File: src/rtl/spk_limiter_ctrl.sv
module spk_limiter_ctrl #(
  parameter int DW         = 16,
  parameter int ATT_MAX    = 48,
  parameter int ATT_W      = $clog2(ATT_MAX + 1),
  parameter int LIM_PERIOD = 2,
  parameter int REC_PERIOD = 2048,
  parameter int INIT_LEN   = 2048,
  parameter int HI_THR     = 26028,
  parameter int LO_THR     = 20675
) (
  input  logic             clk,
  input  logic             rst_n,
  input  logic             pd_n,
  input  logic             amp_en,
  input  logic             smp_vld,
  input  logic [DW-1:0]    smp_data,
  output logic [ATT_W-1:0] att_code,
  output logic             init_busy
);
  localparam int INIT_W = $clog2(INIT_LEN);
  localparam int REC_W  = $clog2(REC_PERIOD);
  localparam int LIM_W  = $clog2(LIM_PERIOD);

  logic              run;
  logic [INIT_W-1:0] init_cnt;
  logic [LIM_W-1:0]  lim_cnt;
  logic [REC_W-1:0]  rec_cnt;
  logic [REC_W-1:0]  wait_cnt;
  logic              prev_neg;

  wire          active = pd_n & amp_en;
  wire          neg    = smp_data[DW-1];
  wire [DW-1:0] negv   = ~smp_data + 1'b1;
  wire [DW-1:0] mag    = !neg ? smp_data :
                         (smp_data == {1'b1, {(DW-1){1'b0}}}) ? {1'b0, {(DW-1){1'b1}}} : negv;
  wire          hot    = mag >= DW'(HI_THR);
  wire          cold   = mag <  DW'(LO_THR);
  wire          zc     = (smp_data == '0) || (neg != prev_neg);

  assign init_busy = ~run;

  always_ff @(posedge clk) begin
    if (!rst_n) begin
      run      <= 1'b0;
      init_cnt <= '0;
      lim_cnt  <= '0;
      rec_cnt  <= '0;
      wait_cnt <= '0;
      prev_neg <= 1'b0;
      att_code <= '0;
    end else if (!active || !run) begin
      att_code <= '0;
      lim_cnt  <= '0;
      rec_cnt  <= '0;
      wait_cnt <= '0;
      prev_neg <= 1'b0;
      if (!active) begin
        run      <= 1'b0;
        init_cnt <= '0;
      end else if (smp_vld) begin
        if (init_cnt == INIT_W'(INIT_LEN - 1)) begin
          run      <= 1'b1;
          init_cnt <= '0;
        end else begin
          init_cnt <= init_cnt + 1'b1;
        end
      end
    end else if (smp_vld) begin
      prev_neg <= neg;
      if (hot) begin
        lim_cnt <= (lim_cnt == LIM_W'(LIM_PERIOD - 1)) ? '0 : lim_cnt + 1'b1;
        if (lim_cnt == '0 && att_code != ATT_W'(ATT_MAX))
          att_code <= att_code + 1'b1;
      end else begin
        lim_cnt <= '0;
      end
      if (cold && att_code != '0) begin
        if (rec_cnt != REC_W'(REC_PERIOD - 1)) begin
          rec_cnt <= rec_cnt + 1'b1;
        end else if (zc || wait_cnt == REC_W'(REC_PERIOD - 1)) begin
          att_code <= (att_code > ATT_W'(1)) ? att_code - ATT_W'(2) : '0;
          rec_cnt  <= '0;
          wait_cnt <= '0;
        end else begin
          wait_cnt <= wait_cnt + 1'b1;
        end
      end else begin
        rec_cnt  <= '0;
        wait_cnt <= '0;
      end
    end
  end
endmodule

File: config.mk
export PLATFORM = sky130hd
export DESIGN_NAME = spk_limiter_ctrl
export DESIGN_NICKNAME = d
export VERILOG_FILES = /design/src/rtl/spk_limiter_ctrl.sv
export SDC_FILE = /design/constraint.sdc
export NUM_CORES = 1
export LEC_CHECK = 0
export BUFFER_PORTS_ARGS = -buffer_cell sky130_fd_sc_hd__buf_2
export CAP_MARGIN = 20
export CORE_ASPECT_RATIO = 0.9
export CORE_MARGIN = 2
export CORE_UTILIZATION = 25
export DETAILED_ROUTE_END_ITERATION = 6
export HOLD_SLACK_MARGIN = 0.08
export PLACE_DENSITY_LB_ADDON = 0.12
export SYNTH_ARGS = -nofsm -noshare
export SYNTH_HDL_FRONTEND = slang
export SYNTH_SLANG_ARGS = --single-unit
File: constraint.sdc
create_clock -name clk -period 3 [get_ports clk]
set_input_delay 0.15 -clock clk [delete_from_list [all_inputs] [get_ports clk]]
set_output_delay 0.15 -clock clk [all_outputs]
set_load 0.01 [all_outputs]
==> metrics <==
Via density 5.08; most repeated cell in the gate-level netlist after synthesis nor2_1; GRT overflow 0; Worst Path Max Fanout 8; Hold Crit Class in2reg; total core area 12000 µm²; Netlist cell types 74; Worst-Skew Late Latency 0.30 ns; initial core utilization 0.256; Yosys top cell area share 0.273; placed wire-length estimate 6130 µm; dpl ws -0.0102 ns; # clock sinks 42; RePlAce Congestion 0.858; die height 109 µm; worst slew pin tran 0.604 ns; Final nets 462; post-synthesis compound-gate area fraction 0.223; Diodes inserted 0; DR pass1 iterations 4; Total Routed Length 8390 µm; drt wl/cell 14.2 µm; final worst slack 0.257 ns; status finished clean; P&R area growth vs syn 20.0%; final setup fails 0; Relative slew margins 0.595; routed length on met3 435 µm; RSZ-0062 raised after global routing no; Max Used Layer met4; Tot Pwr 0.00145 W; DRT iter0 DRCs 257; CP Class in2reg; Post-CTS Setup Repair Bufs 0; largest net degree at the start of global routing 28; Post-synth top flop dfxtp_1; post-route ant nets 0; # rows 38; setup TNS 0 ns; post-synthesis simple-gate area fraction 0.323; synthesized area 3080 µm²; die area 13200 µm²; DRC Markers 0; area leader, netlist dfxtp_1; final setup skew 0.00817 ns; hold buffer count at CTS 0; synthesized flop and latch total 42; CTS tree done; Worst Setup End Kind register; metal2 WL 3470 µm; final hold viol count 0; PwrDens 392 nW/µm²; clock slew at reported path FFs 0.07 ns; CP Launch Type input pin; Die W 121 µm; IO Pins 28; largest family of logic cells by synthesized area simple AND/OR/NAND/NOR gates; GRT Total Usage 0.134; synth warn 0; IO buf count 27; WP data arrival 2.95 ns; f_max 365 MHz; Mapped Avg Cell Area 7.75 µm²; cell count after synthesis 398; htree depth 2; Resize count post-CTS 0; post-synthesis xor/xnor area fraction 0.0625; ranking of synthesized cells by area dfxtp_1, nor2_1, ha_1; mux contribution to synthesized area 0.0195; Via Count 3005; CP required 3.20 ns; minimum clock period 2.74 ns; first-pass GRT wire length 14100 µm; initial antenna violation count 0; Synth Area in Adders 0.0406; Seq/Total Area, Yosys 0.273; synth cell count leaders nor2_1, dfxtp_1, nand2_1, a21oi_1; vias in the first global route 2712; WL met1 4410 µm; CTS Root Cell clkbuf_16; share of cells above drive strength 1 0.181; asr flop ratio synth 0; pins over their slew limit 0; Max Cap Violations 0; maximum vdd ir drop 177 µV; CTS Buffer Depth 2; net count after synthesis 429; Tcrit/Tclk final 0.914; Post-synth EDFFs 0; LEAKAGE 1.28 nW; CTS Buf Count 5
-- area by class of cell --
type | instances | area [µm²]
Clock buffer | 5 | 125
Inverter | 20 | 75.1
Tap cell | 160 | 200
Clock inverter | 3 | 68.8
Sequential cell | 42 | 841
Fill cell | 1274 | 8330
Timing Repair Buffer | 48 | 330
Multi-Input combinational cell | 314 | 2060
-- sequential cells by signal, summed over array words and instances (netlist names) --
| signal | cells |
|---|---|
| wait_cnt | 11 |
| prev_neg | 1 |
| init_cnt | 11 |
| run | 1 |
| rec_cnt | 11 |
| lim_cnt | 1 |
| att_code | 6 |
-- metal layers --
| layer | GRT usage | vias up |
|---|---|---|
| met3 | 0.0379 | 6 |
| met4 | 0.0299 | 0 |
| li1 | - | 1526 |
| met1 | 0.197 | 1407 |
| met2 | 0.190 | 66 |
| met5 | 0 | - |
-- power breakdown --
part / leakage [nW] / switching [W] / internal (W) / total (W)
registers: 0.338 / 0.000000592 / 0.000558 / 0.000558
clock network: 0.0940 / 0.000243 / 0.000479 / 0.000722
logic: 0.852 / 0.000102 / 0.0000674 / 0.000169
total: 1.28 / 0.000345 / 0.00110 / 0.00145
-- metrics by stage --
stage / hold WS, ns / area [µm²] / utilization / instances
2_1_floorplan: 0.383 / 3080 / - / 398
3_3_place_gp: 0.454 / 3510 / 0.292 / 584
3_5_place_dp: 0.456 / 3510 / 0.292 / 584
4_1_cts: 0.266 / 3700 / 0.308 / 592
5_1_grt: 0.300 / 3700 / 0.308 / 592
6_report: 0.282 / 3700 / 0.308 / 592
-- path summary, 6_finish.rpt --
kind / startpoint / end / slack, ns / depth (start not counted)
min reg2reg: wait_cnt[10] / wait_cnt[10] / 0.47 / 2
max: smp_data[0] / att_code[3] / 0.26 / 13
max reg2reg: rec_cnt[0] / att_code[4] / 0.54 / 11
min: rst_n / init_cnt[1] / 0.28 / 3
-- layout by cell type, fill, tap and decap left out, types with 4 or more instances in the layout --
| master | instances |
|---|---|
| xor2_1 | 11 |
| or3_1 | 10 |
| a31oi_1 | 5 |
| mux2i_1 | 6 |
| buf_2 | 27 |
| a21oi_1 | 24 |
| and3_1 | 5 |
| nor4b_1 | 4 |
| ha_1 | 10 |
| a41oi_1 | 4 |
| nor3_1 | 15 |
| o21ai_0 | 20 |
| buf_4 | 18 |
| nor2_1 | 47 |
| inv_1 | 20 |
| o21ai_1 | 5 |
| nor4_1 | 4 |
| nand3_1 | 19 |
| clkbuf_16 | 5 |
| dfxtp_1 | 42 |
| nand4_1 | 11 |
| a32o_1 | 4 |
| o31ai_1 | 4 |
| nand2_1 | 31 |
| xnor2_1 | 11 |
-- cell families (layout without fill, tap and decap cells) --
group | count (synthesis) | count (layout)
AOI/OAI and AO/OA | 96 | 96
xor gates and xnor gates | 22 | 22
adders and majority gates | 10 | 10
buffers and inverters | 42 | 76
DFF | 42 | 42
muxes | 6 | 6
and+or+nand+nor | 180 | 180
-- critical path, stage by stage --
cell,delay (ns)
buf_2,0.13
inv_1,0.06
ha_1,0.19
nor4b_1,0.49
nand2_1,0.21
buf_4,0.20
o32a_1,0.17
a21oi_1,0.27
a31oi_4,0.16
nand2b_4,0.21
nor3_4,0.34
o2bb2a_4,0.19
o41ai_2,0.18
No activity file was read; power rests on OpenSTA's default activity.
